File: config.mk
export PLATFORM = sky130hd
export DESIGN_NAME = refresh_sched
export DESIGN_NICKNAME = d
export VERILOG_FILES = /design/src/rtl/refsched_pkg.sv /design/src/rtl/refi_timer.sv /design/src/rtl/rfc_timer.sv /design/src/rtl/credit_ctr.sv /design/src/rtl/refresh_sched.sv
export SDC_FILE = /design/constraint.sdc
export NUM_CORES = 1
export LEC_CHECK = 0
export BUFFER_PORTS_ARGS = -buffer_cell sky130_fd_sc_hd__buf_2
export CORE_MARGIN = 1
export CORE_UTILIZATION = 53
export DETAILED_ROUTE_END_ITERATION = 8
export GPL_TIMING_DRIVEN = 0
export PLACE_DENSITY = 0.75
export RECOVER_POWER = 100
export REMOVE_ABC_BUFFERS = 1
export SYNTH_ARGS = -nofsm -noshare
export SYNTH_HDL_FRONTEND = slang
export SYNTH_SLANG_ARGS = --single-unit
File: constraint.sdc
create_clock -name clk -period 2.5 [get_ports clk]
set_clock_uncertainty 0.1 [all_clocks]
set_input_delay 0.125 -clock clk [delete_from_list [all_inputs] [get_ports clk]]
set_output_delay 0.125 -clock clk [all_outputs]
set_load 0.01 [all_outputs]
File: src/rtl/refsched_pkg.sv
package refsched_pkg;
  typedef enum logic {TEMP_NORMAL = 1'b0, TEMP_EXTENDED = 1'b1} temp_range_e;

  function automatic int unsigned interval_for(input int unsigned base, input temp_range_e t);
    return (t == TEMP_EXTENDED) ? base / 2 : base;
  endfunction
endpackage

File: src/rtl/refi_timer.sv
module refi_timer #(
  parameter int unsigned REFI_CYC = 1560
) (
  input  logic clk,
  input  logic rst,
  input  logic hot_i,
  input  logic freeze_i,
  output logic tick_o
);
  import refsched_pkg::*;
  localparam int unsigned CNT_W = $clog2(REFI_CYC + 1);
  localparam logic [CNT_W-1:0] LIM_NORM = CNT_W'(interval_for(REFI_CYC, TEMP_NORMAL) - 1);
  localparam logic [CNT_W-1:0] LIM_HOT  = CNT_W'(interval_for(REFI_CYC, TEMP_EXTENDED) - 1);

  logic [CNT_W-1:0] cnt_q;
  logic [CNT_W-1:0] last_val;

  assign last_val = hot_i ? LIM_HOT : LIM_NORM;
  assign tick_o   = !freeze_i && (cnt_q >= last_val);

  always_ff @(posedge clk) begin
    if (rst)             cnt_q <= '0;
    else if (freeze_i)   cnt_q <= cnt_q;
    else if (tick_o)     cnt_q <= '0;
    else                 cnt_q <= cnt_q + 1'b1;
  end

  assert_frozen_in_sr_R8: assert property (@(posedge clk) disable iff (rst)
    freeze_i |=> $stable(cnt_q));
  assert_count_in_range_R2: assert property (@(posedge clk) disable iff (rst)
    cnt_q <= LIM_NORM);
endmodule

File: src/rtl/rfc_timer.sv
module rfc_timer #(
  parameter int unsigned RFC_CYC = 52
) (
  input  logic clk,
  input  logic rst,
  input  logic start_i,
  output logic busy_next_o,
  output logic busy_o
);
  localparam int unsigned RC_W = $clog2(RFC_CYC + 1);
  localparam logic [RC_W-1:0] RFC_LOAD = RC_W'(RFC_CYC);

  logic [RC_W-1:0] rc_q, rc_d;

  always_comb begin
    if (start_i)          rc_d = RFC_LOAD;
    else if (rc_q != '0)  rc_d = rc_q - 1'b1;
    else                  rc_d = '0;
  end

  assign busy_next_o = (rc_d != '0);

  always_ff @(posedge clk) begin
    if (rst) begin
      rc_q   <= '0;
      busy_o <= 1'b0;
    end else begin
      rc_q   <= rc_d;
      busy_o <= busy_next_o;
    end
  end

  assert_block_after_grant_R5: assert property (@(posedge clk) disable iff (rst)
    start_i |=> busy_o);
  assert_no_restart_while_busy_R9: assert property (@(posedge clk) disable iff (rst)
    busy_o |-> !start_i);
endmodule

File: src/rtl/credit_ctr.sv
module credit_ctr #(
  parameter int unsigned MAX_PEND = 8,
  parameter int unsigned PEND_W   = 4
) (
  input  logic              clk,
  input  logic              rst,
  input  logic              tick_i,
  input  logic              take_i,
  output logic [PEND_W-1:0] pend_o,
  output logic [PEND_W-1:0] pend_next_o,
  output logic              full_o
);
  localparam logic [PEND_W-1:0] CAP = PEND_W'(MAX_PEND);

  always_comb begin
    pend_next_o = pend_o;
    if (tick_i && !take_i) begin
      if (pend_o != CAP) pend_next_o = pend_o + 1'b1;
    end else if (take_i && !tick_i) begin
      pend_next_o = pend_o - 1'b1;
    end
  end

  always_ff @(posedge clk) begin
    if (rst) begin
      pend_o <= '0;
      full_o <= 1'b0;
    end else begin
      pend_o <= pend_next_o;
      full_o <= (pend_next_o == CAP);
    end
  end

  assert_pend_cap_R7: assert property (@(posedge clk) disable iff (rst)
    pend_o <= CAP);
  assert_urgent_matches_full_R6: assert property (@(posedge clk) disable iff (rst)
    full_o == (pend_o == CAP));
  assert_no_take_when_empty_R5: assert property (@(posedge clk) disable iff (rst)
    take_i |-> pend_o != '0);
endmodule

File: src/rtl/refresh_sched.sv
module refresh_sched #(
  parameter int unsigned REFI_CYC = 1560,
  parameter int unsigned RFC_CYC  = 52,
  parameter int unsigned MAX_PEND = 8,
  localparam int unsigned PEND_W  = $clog2(MAX_PEND + 1)
) (
  input  logic              clk,
  input  logic              rst,
  input  logic              hot_i,
  input  logic              sr_active_i,
  input  logic              ref_grant_i,
  output logic              ref_req_o,
  output logic              ref_urgent_o,
  output logic              bus_block_o,
  output logic [PEND_W-1:0] pend_cnt_o
);
  logic tick, accept, busy_next;
  logic [PEND_W-1:0] pend_next;

  assign accept = ref_grant_i && ref_req_o;

  refi_timer #(.REFI_CYC(REFI_CYC)) u_refi (
    .clk(clk), .rst(rst), .hot_i(hot_i), .freeze_i(sr_active_i), .tick_o(tick)
  );

  rfc_timer #(.RFC_CYC(RFC_CYC)) u_rfc (
    .clk(clk), .rst(rst), .start_i(accept), .busy_next_o(busy_next), .busy_o(bus_block_o)
  );

  credit_ctr #(.MAX_PEND(MAX_PEND), .PEND_W(PEND_W)) u_credit (
    .clk(clk), .rst(rst), .tick_i(tick), .take_i(accept),
    .pend_o(pend_cnt_o), .pend_next_o(pend_next), .full_o(ref_urgent_o)
  );

  always_ff @(posedge clk) begin
    if (rst) ref_req_o <= 1'b0;
    else     ref_req_o <= (pend_next != '0) && !busy_next && !sr_active_i;
  end

  assert_req_excl_block_R4: assert property (@(posedge clk) disable iff (rst)
    !(ref_req_o && bus_block_o));
  assert_req_drops_in_sr_R8: assert property (@(posedge clk) disable iff (rst)
    sr_active_i |=> !ref_req_o);
  assert_grant_consumes_R5: assert property (@(posedge clk) disable iff (rst)
    (accept && !tick) |=> pend_cnt_o == $past(pend_cnt_o) - 1'b1);
  assert_idle_grant_ignored_R9: assert property (@(posedge clk) disable iff (rst)
    (!ref_req_o && !tick) |=> pend_cnt_o == $past(pend_cnt_o));
endmodule

==> reports/results.txt, run 1 <==
Outcome = complete, no violations
Yosys reg bits = 24
Yosys top cell area share = 33.4%
Count of buffer and inverter cells on the critical path = 0
Final core occ = 64.7%
Distinct cells, synth = 44
Sequential fraction of the synthesis area = 33.4%
Post-layout min period = 2.47 ns
Largest area contributor in the netlist = sky130_fd_sc_hd__dfxtp_1
First-pass iteration count of the detailed router = 4
Maximum number of pins on one net before global-route repair = 14
Global-route wire length before repair = 4640 µm
Die Outline Area = 2930 µm²
Floorplan core area = 2520 µm²
Total global routing overflow = 0
Largest stage delay on the critical path = 0.42 ns
CTS H-Tree Depth = 1
Cell count after synthesis = 168
Average size of a mapped cell = 8.57 µm²
Setup-failing EPs final = 0
Summed instance area of the synthesized netlist = 1440 µm²
Vias = 1285
Die span in x = 54.1 µm
Ratio of total power to cell area = 387 nW/µm²
Largest delay share family, worst path = compound AO/OA/AOI/OAI gates
Worst hold-check path type = in2reg
Number of top-level pins = 12
Number of nets at the end of the flow = 200
Cell type of the slowest stage on the worst timing path = sky130_fd_sc_hd__or3b_4
Clock buffer count from CTS = 3
Antenna Violating Nets Remaining = 0
Number of DRC violations after detailed-routing iteration 0 = 17
Share of post-route cells with drive strength above 1 = 17.5%
Count of max-cap constraint violations = 0
Setup crit start kind = flip-flop
Share of the cycle needed by the critical path after routing = 98.8%
Synth async-reset ratio = 0%
TNS Setup = 0 ns
EDFF count, synth = 0
Cell chain of the critical path = ha_4 > a2111oi_4 > o21ai_2 > o41a_1 > o2111ai_2 > or3b_4 > nor4b_4
P_sw = 0.000144 W
Largest fanout of any net on the critical path = 5
Global placement routability congestion = 0.793
Worst-case clock buffer depth = 2
Port Buf Inserts = 11
Most area-consuming cells after synthesis = sky130_fd_sc_hd__dfxtp_1, sky130_fd_sc_hd__ha_1, sky130_fd_sc_hd__nor2_1
Final total power = 0.000632 W
Top FF cell, synth = sky130_fd_sc_hd__dfxtp_1
Clock insertion delay at the later pin of the skew report = 0.31 ns
Largest voltage drop on the vdd net = 328 µV
Post-DP HPWL = 2120 µm
Filler Cell Count = 207
Die Y = 54.1 µm
Final count of pins violating max slew = 0
Wire length reported by the detailed router = 2930 µm
Crit path kind = reg2reg
Detailed-route wire length per cell = 13.7 µm
Total Routing Usage GR = 21.4%
Filler-free cell count of the finished design = 213
Combinational share of power = 5.5%
Starting density of the core = 57.1%
Share of total power in sequential cells = 62.1%
Achievable Freq = 0.405 GHz
Antenna violations before repair = 0
Worst Setup End Kind = flip-flop
Slew Limit Headroom = 70.3%
Area added between synthesis and finish = 13.3%
Root buf cell = sky130_fd_sc_hd__clkbuf_4
Row Count = 18
Static leakage = 0.632 nW
Final-report hold violation count = 0
Number of instances in the placed design = 205
Cell internal power dissipation = 0.000488 W
Number of sinks on the clock net = 24
Post-route DRC = 0
Clock edge transition at the registers on the reported setup and hold paths = 0.13 ns
TritonCTS clock tree = built
Via count of the first global-routing pass = 1107
RSZ-0062 raised after global routing = yes
Share of total power consumed by net switching = 22.7%
Required time worst endpoint = 2.64 ns
Cts hold-fix bufs = 0
Crit path DAT = 2.61 ns
Clk network pwr share = 32.3%
Count of inserted antenna diode cells = 0
Transition time at the pin with the least slew margin = 0.446 ns
Number of vias per cell after detailed routing = 6.03
Count of synthesis-stage warnings from yosys = 0
final cells by class:
type | instances | area, µm² | share of cell area [%]
clock buffer | 4 | 36.3 | 2.22
timing repair buffer | 15 | 76.3 | 4.68
tap | 30 | 37.5 | 2.30
sequential | 24 | 487 | 29.8
inverter | 7 | 26.3 | 1.61
multi-input combinational | 133 | 968 | 59.4
timing repair:
action	CTS	global route
setup buffers	0	4
setup endpoints to repair	1	3
pin swaps	0	2
cloned	0	0
gates resized for setup	2	10
metal layers:
metal	share of wire [%]	up-vias	global-route usage [%]
met5	0	-	0
met1	47	615	28.0
met2	47	33	35.8
li1	-	635	-
met3	4.9	2	2.82
met4	0.58	0	6.84
cell families (layout without fill, tap and decap cells):
kind of cell / Yosys count / in the layout / share of synthesized area (%)
AO/OA/AOI/OAI: 33 / 33 / 19.1
multiplexers: 1 / 1 / 0.695
buffers and inverters: 11 / 26 / 3.04
AND/OR/NAND/NOR: 74 / 74 / 25.7
flip-flops: 24 / 24 / 33.4
XOR/XNOR: 14 / 14 / 8.51
adder cells (fa/ha/maj): 11 / 11 / 9.56
registers in the layout, summed over array words and instances, names as in the netlist:
register	flops
ref_req_o	1
u_credit.full_o	1
u_credit.pend_o	4
u_refi.cnt_q	11
u_rfc.busy_o	1
u_rfc.rc_q	6
stage by stage:
step | cell area [µm²] | setup WS [ns] | hold slack [ns]
after floorplan | 1420 | 0.190 | 0.0941
after CTS | 1560 | 0.0119 | 0.0119
after detailed placement | 1520 | 0.0185 | 0.337
after global routing | 1630 | -0.0585 | 0.0250
after global placement | 1520 | 0.0551 | 0.328
final | 1630 | 0.0301 | 0.0293
cells in the final DEF, fill, tap and decap left out, types with 5 or more instances in the layout:
cell type                  netlist  final
sky130_fd_sc_hd__nor2_1         29     29
sky130_fd_sc_hd__dfxtp_1        24     21
sky130_fd_sc_hd__nand2_1        11     11
sky130_fd_sc_hd__xor2_1         11     10
sky130_fd_sc_hd__ha_1           11      9
sky130_fd_sc_hd__nor3_1          8      8
sky130_fd_sc_hd__a21oi_1         8      8
sky130_fd_sc_hd__inv_1           7      7
sky130_fd_sc_hd__clkbuf_1        2      7
sky130_fd_sc_hd__nand4_1         5      5
power by group through the flow:
stage,logic [W],clock network (W),registers [W]
4_1_cts,0.0000331,0.000210,0.000393
3_5_place_dp,0.0000327,0,0.000401
6_report,0.0000350,0.000204,0.000393
5_1_grt,0.0000400,0.000220,0.000394
2_1_floorplan,0.0000190,0,0.000399
3_3_place_gp,0.0000310,0,0.000401
final timing paths:
| check | end | start | depth (start not counted) | slack, ns |
|---|---|---|---|---|
| max | u_credit.full_o | u_refi.cnt_q[4] | 7 | 0.03 |
| max reg2reg | u_credit.full_o | u_refi.cnt_q[4] | 7 | 0.03 |
| min reg2reg | u_rfc.rc_q[0] | u_rfc.rc_q[0] | 1 | 0.35 |
| min | u_rfc.rc_q[5] | rst | 2 | 0.03 |
Yosys cell counts (2+ instances only):
master / n
sky130_fd_sc_hd__buf_2: 2
sky130_fd_sc_hd__a21o_1: 2
sky130_fd_sc_hd__nand4b_1: 2
sky130_fd_sc_hd__inv_1: 7
sky130_fd_sc_hd__nand4_1: 5
sky130_fd_sc_hd__clkbuf_1: 2
sky130_fd_sc_hd__dfxtp_1: 24
sky130_fd_sc_hd__xnor2_1: 3
sky130_fd_sc_hd__nand2_1: 11
sky130_fd_sc_hd__a21oi_1: 8
sky130_fd_sc_hd__nor4_1: 2
sky130_fd_sc_hd__nand3_1: 4
sky130_fd_sc_hd__nor3_1: 8
sky130_fd_sc_hd__xor2_1: 11
sky130_fd_sc_hd__nor2_1: 29
sky130_fd_sc_hd__a21oi_2: 2
sky130_fd_sc_hd__nand2b_1: 2
sky130_fd_sc_hd__nor2b_1: 2
sky130_fd_sc_hd__o41ai_1: 2
sky130_fd_sc_hd__o21ai_0: 2
sky130_fd_sc_hd__ha_1: 11
sky130_fd_sc_hd__a211oi_1: 5
No activity file was read; power rests on OpenSTA's default activity.
==> run 2: changes to the inputs <==
--- a/config.mk
+++ b/config.mk
@@ -13,6 +13,7 @@
 export PLACE_DENSITY = 0.75
 export RECOVER_POWER = 100
 export REMOVE_ABC_BUFFERS = 1
+export SETUP_SLACK_MARGIN = 0.4
 export SYNTH_ARGS = -nofsm -noshare
 export SYNTH_HDL_FRONTEND = slang
 export SYNTH_SLANG_ARGS = --single-unit
==> run 2 against run 1 <==
Compared with the run above: fmax is 4.5% higher; sequential share of layout area fell by 4.5 points; critical endpoint is now ref_req_o; combinational power is 42% higher; total power grew 3.1%; global-route usage is 5.4 points higher; highest routed layer unchanged; final cell count rose by 7.0%; non-clock buffer count grew 14; clock-buffer cell count is the same; critical path type unchanged; largest power group unchanged; worst hold slack better by 0.0073 ns.
==> reports/results.txt, run 2 (synthesis results as in run 1) <==
Post-layout min period = 2.36 ns (-0.105 ns)
Leading registers by flop count = u_refi.cnt_q: 11 flops, u_rfc.rc_q: 6 flops, u_credit.pend_o: 4 flops
Count of inserted antenna diode cells = 0 (unchanged)
Reg2reg start = u_refi.cnt_q[4]
Clock buffer count from CTS = 3 (unchanged)
Total global routing overflow = 0 (unchanged)
Reg-to-reg setup timing slack = 0.14 ns (+0.11 ns)
Largest voltage drop on the vdd net = 375 µV (+14%)
Combinational share of power = 7.6% (+2.1 points)
Outcome = complete, no violations
Commonest cells after routing, fill and taps aside = sky130_fd_sc_hd__nor2_1, sky130_fd_sc_hd__dfxtp_1, sky130_fd_sc_hd__buf_4
Clock edge transition at the registers on the reported setup and hold paths = 0.14 ns (about the same)
Crit path DAT = 2.48 ns (-0.13 ns)
Cell chain of the critical path = ha_4 > a2111oi_4 > o21ai_2 > clkbuf_1 > a21oi_4 > buf_6 > buf_6 > a2bb2oi_4 > xor2_4 > a41oi_2
Worst Setup End Kind = flip-flop
Largest stage delay on the critical path = 0.38 ns (-0.04 ns)
Row Count = 18 (unchanged)
Detailed-route wire length per cell = 18.1 µm (+31%)
Ratio of total power to cell area = 332 nW/µm² (-14%)
Final count of pins violating max slew = 0 (unchanged)
RSZ-0062 raised after global routing = yes
Final total power = 0.000651 W (+3.1%)
CTS H-Tree Depth = 1 (unchanged)
Crit path kind = reg2reg
Via count of the first global-routing pass = 1268 (+15%)
Number of vias per cell after detailed routing = 6.19 (+2.6%)
Share of total power in sequential cells = 60.4% (-1.7 points)
Register bank with the most flops = u_refi.cnt_q
Global-route wire length before repair = 5640 µm (+22%)
P_sw = 0.000158 W (+9.8%)
Area added between synthesis and finish = 36.4%
Cell type of the slowest stage on the worst timing path = sky130_fd_sc_hd__dfxtp_4
Required time worst endpoint = 2.61 ns (-0.03 ns)
Global placement routability congestion = 0.793 (unchanged)
Floorplan core area = 2520 µm² (unchanged)
Total Routing Usage GR = 26.7% (+5.4 points)
Setup crit start kind = flip-flop
Largest fanout of any net on the critical path = 7 (+2)
Slew Limit Headroom = 69.2% (-1.0 points)
Number of sinks on the clock net = 24 (unchanged)
Final-report hold violation count = 0 (unchanged)
Setup-failing EPs final = 0 (unchanged)
Cell internal power dissipation = 0.000494 W (+1.1%)
Clk network pwr share = 31.9% (-0.4 points)
Antenna violations before repair = 0 (unchanged)
Share of post-route cells with drive strength above 1 = 35.4% (+18 points)
TritonCTS clock tree = built
Worst Hold End = u_credit.pend_o[0]
Antenna Violating Nets Remaining = 0 (unchanged)
Starting density of the core = 57.1% (unchanged)
Wire length reported by the detailed router = 4120 µm (+41%)
Die span in x = 54.1 µm (unchanged)
Worst-case clock buffer depth = 2 (unchanged)
Final instance area = 1960 µm² (+20%)
Cells on worst reg2reg path = 10 (+3)
Instance area after placement = 1520 µm² (unchanged)
Die Outline Area = 2930 µm² (unchanged)
Transition time at the pin with the least slew margin = 0.455 ns (+0.00963 ns)
Port Buf Inserts = 11 (unchanged)
TNS Setup = 0 ns (unchanged)
Root buf cell = sky130_fd_sc_hd__clkbuf_4
Vias = 1411 (+9.8%)
Cell count of the worst hold path = 2 (unchanged)
Die Y = 54.1 µm (unchanged)
Maximum number of pins on one net before global-route repair = 14 (unchanged)
Achievable Freq = 0.423 GHz (+4.5%)
Share of total power consumed by net switching = 24.2% (+1.5 points)
Share of the cycle needed by the critical path after routing = 94.6% (-4.2 points)
Clock insertion delay at the later pin of the skew report = 0.32 ns (about the same)
Worst hold-check path type = in2reg
Cell mode on critical path = sky130_fd_sc_hd__buf_6
Post-DP HPWL = 2120 µm (unchanged)
Count of max-cap constraint violations = 0 (unchanged)
Commonest non-fill, non-tap cell in the layout = sky130_fd_sc_hd__nor2_1
Worst r2r dst = ref_req_o
Number of nets at the end of the flow = 215 (+7.5%)
First-pass iteration count of the detailed router = 4 (unchanged)
Number of top-level pins = 12 (unchanged)
Static leakage = 0.739 nW (+17%)
Min-delay src = rst
Max FFs per register = 11 (unchanged)
Number of DRC violations after detailed-routing iteration 0 = 92 (+75)
Post-route DRC = 0 (unchanged)
## run 2: repair_timing
item / CTS / global route
endpoints found under the setup margin: 17 / 17
gates cloned: 0 / 1
pin swaps: 11 / 20
setup buffers: 11 / 7
hold buffers: 0 / 0
resized for setup: 34 / 25
## run 2: worst max path at each step
stage	start	to	slack, ns	cells after the start
5_1_grt	u_refi.cnt_q[4]	ref_req_o	0.05	10
2_1_floorplan	u_refi.cnt_q[4]	u_credit.full_o	0.19	7
4_1_cts	u_refi.cnt_q[4]	u_credit.full_o	0.15	8
6_report	u_refi.cnt_q[4]	ref_req_o	0.14	10
3_5_place_dp	hot_i	u_credit.full_o	0.02	9
3_3_place_gp	u_refi.cnt_q[4]	u_credit.full_o	0.06	7
## run 2: final cells by class
class | instances | area (µm²)
multi-input combinational | 134 | 1160
fill | 147 | 558
sequential | 24 | 498
timing repair buffer | 29 | 203
tap | 30 | 37.5
clock buffer | 4 | 36.3
inverter | 7 | 26.3
## run 2: per-layer routing
metal,part of all wire (%),vias to the layer above,track usage [%],wire (µm)
met4,3.1,0,12.0,128
met3,5.9,17,3.11,242
met2,48,70,46.1,2000
li1,-,661,-,-
met5,0,-,0,0
met1,42,663,32.8,1750
## run 2: power groups by stage
stage | clock (W) | sequential, W | combinational, W
after floorplan | 0 | 0.000399 | 0.0000190
after global placement | 0 | 0.000401 | 0.0000310
after detailed placement | 0 | 0.000401 | 0.0000327
after CTS | 0.000210 | 0.000393 | 0.0000409
final | 0.000208 | 0.000393 | 0.0000498
after global routing | 0.000225 | 0.000395 | 0.0000546
## run 2: per-stage QoR
step	setup WS (ns)	hold WS [ns]	util, %	cells
global route	0.0488	0.0293	77.9	228
CTS	0.151	0.0120	72.2	220
finish	0.136	0.0366	77.9	228
floorplan	0.190	0.0941	-	164
global placement	0.0551	0.328	60.1	205
detailed placement	0.0185	0.337	60.1	205
## run 2: critical path: cells and delay by family, from the launching register on
family          cells  cell delay [ns]
compound gates      5             0.95
xor+xnor            1             0.22
fa+ha+maj           1             0.22
buf+inv             3             0.38
flops               1             0.38
==> run 3: changes to the inputs <==
--- a/config.mk
+++ b/config.mk
@@ -13,7 +13,7 @@
 export PLACE_DENSITY = 0.75
 export RECOVER_POWER = 100
 export REMOVE_ABC_BUFFERS = 1
-export SETUP_SLACK_MARGIN = 0.4
+export SETUP_SLACK_MARGIN = 0.5
 export SYNTH_ARGS = -nofsm -noshare
 export SYNTH_HDL_FRONTEND = slang
 export SYNTH_SLANG_ARGS = --single-unit
==> run 3 against run 2 <==
Compared with the run above: largest power group unchanged; wire length up 5.4%; clock power barely moved; the run now ends with negative setup slack left; global-route usage increased by 0.87 points; critical path depth is the same; fmax down 5.6%.
==> reports/results.txt, run 3 (synthesis results as in run 1) <==
Outcome = finished with violations
Failing checks = negative setup slack
Largest voltage drop on the vdd net = 301 µV (-20%)
Global-route wire length before repair = 5810 µm (+3.1%)
Clock buffer count from CTS = 3 (unchanged)
Total global routing overflow = 0 (unchanged)
Share of total power in sequential cells = 60.0% (-0.4 points)
Share of total power consumed by net switching = 24.6% (+0.41 points)
Root buf cell = sky130_fd_sc_hd__clkbuf_4
Largest fanout of any net on the critical path = 4 (-3)
Row Count = 18 (unchanged)
RSZ-0062 raised after global routing = yes
Total Routing Usage GR = 27.6% (+0.87 points)
Cell type of the slowest stage on the worst timing path = sky130_fd_sc_hd__a2111oi_4
Leading registers by flop count = u_refi.cnt_q: 11 flops, u_rfc.rc_q: 6 flops, u_credit.pend_o: 4 flops
Ratio of total power to cell area = 339 nW/µm² (+2.3%)
Wire length reported by the detailed router = 4340 µm (+5.4%)
Cell chain of the critical path = ha_4 > a2111oi_4 > o21ai_2 > buf_4 > a21oi_4 > buf_6 > buf_6 > a2bb2oi_4 > xor2_4 > a41oi_2
Detailed-route wire length per cell = 19.3 µm (+6.8%)
CTS H-Tree Depth = 1 (unchanged)
Transition time at the pin with the least slew margin = 0.525 ns (+0.0695 ns)
Setup crit start kind = flip-flop
Crit path kind = reg2reg
Global placement routability congestion = 0.793 (unchanged)
Port Buf Inserts = 11 (unchanged)
Starting density of the core = 57.1% (unchanged)
Maximum number of pins on one net before global-route repair = 14 (unchanged)
Clock edge transition at the registers on the reported setup and hold paths = 0.14 ns (about the same)
Commonest cells after routing, fill and taps aside = sky130_fd_sc_hd__nor2_1, sky130_fd_sc_hd__dfxtp_1, sky130_fd_sc_hd__nand2_1, sky130_fd_sc_hd__xor2_1, sky130_fd_sc_hd__buf_4
Antenna Violating Nets Remaining = 0 (unchanged)
Worst Setup End Kind = flip-flop
Final-report hold violation count = 0 (unchanged)
Largest stage delay on the critical path = 0.42 ns (+0.04 ns)
Required time worst endpoint = 2.60 ns (about the same)
Count of max-cap constraint violations = 0 (unchanged)
TNS Setup = -0.00484 ns (-0.00484 ns)
Share of the cycle needed by the critical path after routing = 100% (+5.6 points)
First-pass iteration count of the detailed router = 4 (unchanged)
Setup-failing EPs final = 1 (+1)
Combinational share of power = 8.1% (+0.5 points)
Achievable Freq = 0.399 GHz (-5.6%)
Reg-to-reg setup timing slack = -0.005 ns (-0.14 ns)
Share of post-route cells with drive strength above 1 = 35.4% (about the same)
Worst Hold Slack = 0.0466 ns (+0.00999 ns)
Crit path DAT = 2.61 ns (+0.13 ns)
Commonest non-fill, non-tap cell in the layout = sky130_fd_sc_hd__nor2_1
Number of vias per cell after detailed routing = 6.32 (+2.2%)
Die Outline Area = 2930 µm² (unchanged)
Clock insertion delay at the later pin of the skew report = 0.32 ns (about the same)
Number of DRC violations after detailed-routing iteration 0 = 60 (-35%)
Cell internal power dissipation = 0.000496 W (+0.47%)
Slew Limit Headroom = 64.6% (-4.7 points)
Count of buffer and inverter cells on the critical path = 3 (unchanged)
Register bank with the most flops = u_refi.cnt_q
Post-route DRC = 0 (unchanged)
Largest delay share family, worst path = compound AO/OA/AOI/OAI gates
Die span in x = 54.1 µm (unchanged)
Number of nets at the end of the flow = 212 (-1.4%)
Area added between synthesis and finish = 34.7%
Cell mode on critical path = sky130_fd_sc_hd__buf_6
Static leakage = 0.736 nW (-0.41%)
Number of sinks on the clock net = 24 (unchanged)
Vias = 1423 (+0.85%)
Filler Cell Count = 159 (+8.2%)
Post-layout min period = 2.50 ns (+0.140 ns)
Die Y = 54.1 µm (unchanged)
P_sw = 0.000162 W (+2.7%)
Worst hold-check path type = in2reg
Clk network pwr share = 32.0% (about the same)
TritonCTS clock tree = built
Crit path setup slack, layout = -0.00484 ns (-0.140 ns)
Floorplan core area = 2520 µm² (unchanged)
Antenna violations before repair = 0 (unchanged)
Post-DP HPWL = 2120 µm (unchanged)
Max FFs per register = 11 (unchanged)
Via count of the first global-routing pass = 1315 (+3.7%)
Number of top-level pins = 12 (unchanged)
Final count of pins violating max slew = 0 (unchanged)
Cts hold-fix bufs = 0 (unchanged)
Count of inserted antenna diode cells = 0 (unchanged)
Worst-case clock buffer depth = 2 (unchanged)
-- run 3: per-layer routing --
layer | vias to the layer above | track usage (%) | wire, µm
met5 | - | 0 | 0
met4 | 0 | 13.7 | 115
met3 | 15 | 3.39 | 222
met2 | 61 | 47.4 | 2120
met1 | 691 | 33.5 | 1880
li1 | 656 | - | -
-- run 3: final cells by class --
class	count	area [µm²]	area share (%)
repair buffers	26	180	9.29
well taps	30	37.5	1.94
clock buffers	4	36.3	1.87
inverters	7	26.3	1.35
flip-flops and latches	24	495	25.5
multi-input cells	134	1160	60.0
-- run 3: power groups by stage --
stage	Combinational, W	Clock, W	Sequential (W)
4_1_cts	0.0000409	0.000210	0.000393
3_5_place_dp	0.0000327	0	0.000401
5_1_grt	0.0000561	0.000225	0.000396
3_3_place_gp	0.0000310	0	0.000401
6_report	0.0000530	0.000210	0.000395
2_1_floorplan	0.0000190	0	0.000399
-- run 3: worst paths after layout --
kind | start | end | depth (start not counted)
worst max-delay path | u_refi.cnt_q[4] | ref_req_o | 10
worst min-delay path | rst | u_credit.pend_o[0] | 2
worst max register to register | u_refi.cnt_q[4] | ref_req_o | 10
worst min register to register | u_rfc.rc_q[0] | u_rfc.rc_q[0] | 1
-- run 3: what timing repair did --
action / in CTS / in global routing
resized for setup: 34 / 21
setup buffers: 12 / 3
gates cloned: 0 / 1
endpoints found under the hold margin: 0 / 0
pin swaps: 11 / 15
endpoints found under the setup margin: 17 / 17
-- run 3: stage by stage --
stage / setup slack [ns] / area (µm²) / utilization (%) / cells / power, W
final: -0.00484 / 1940 / 76.9 / 225 / 0.000658
after global routing: -0.0549 / 1940 / 76.9 / 225 / 0.000677
after CTS: 0.151 / 1830 / 72.5 / 221 / 0.000645
after detailed placement: 0.0185 / 1520 / 60.1 / 205 / 0.000434
after global placement: 0.0551 / 1520 / 60.1 / 205 / 0.000432
after floorplan: 0.190 / 1420 / - / 164 / 0.000418
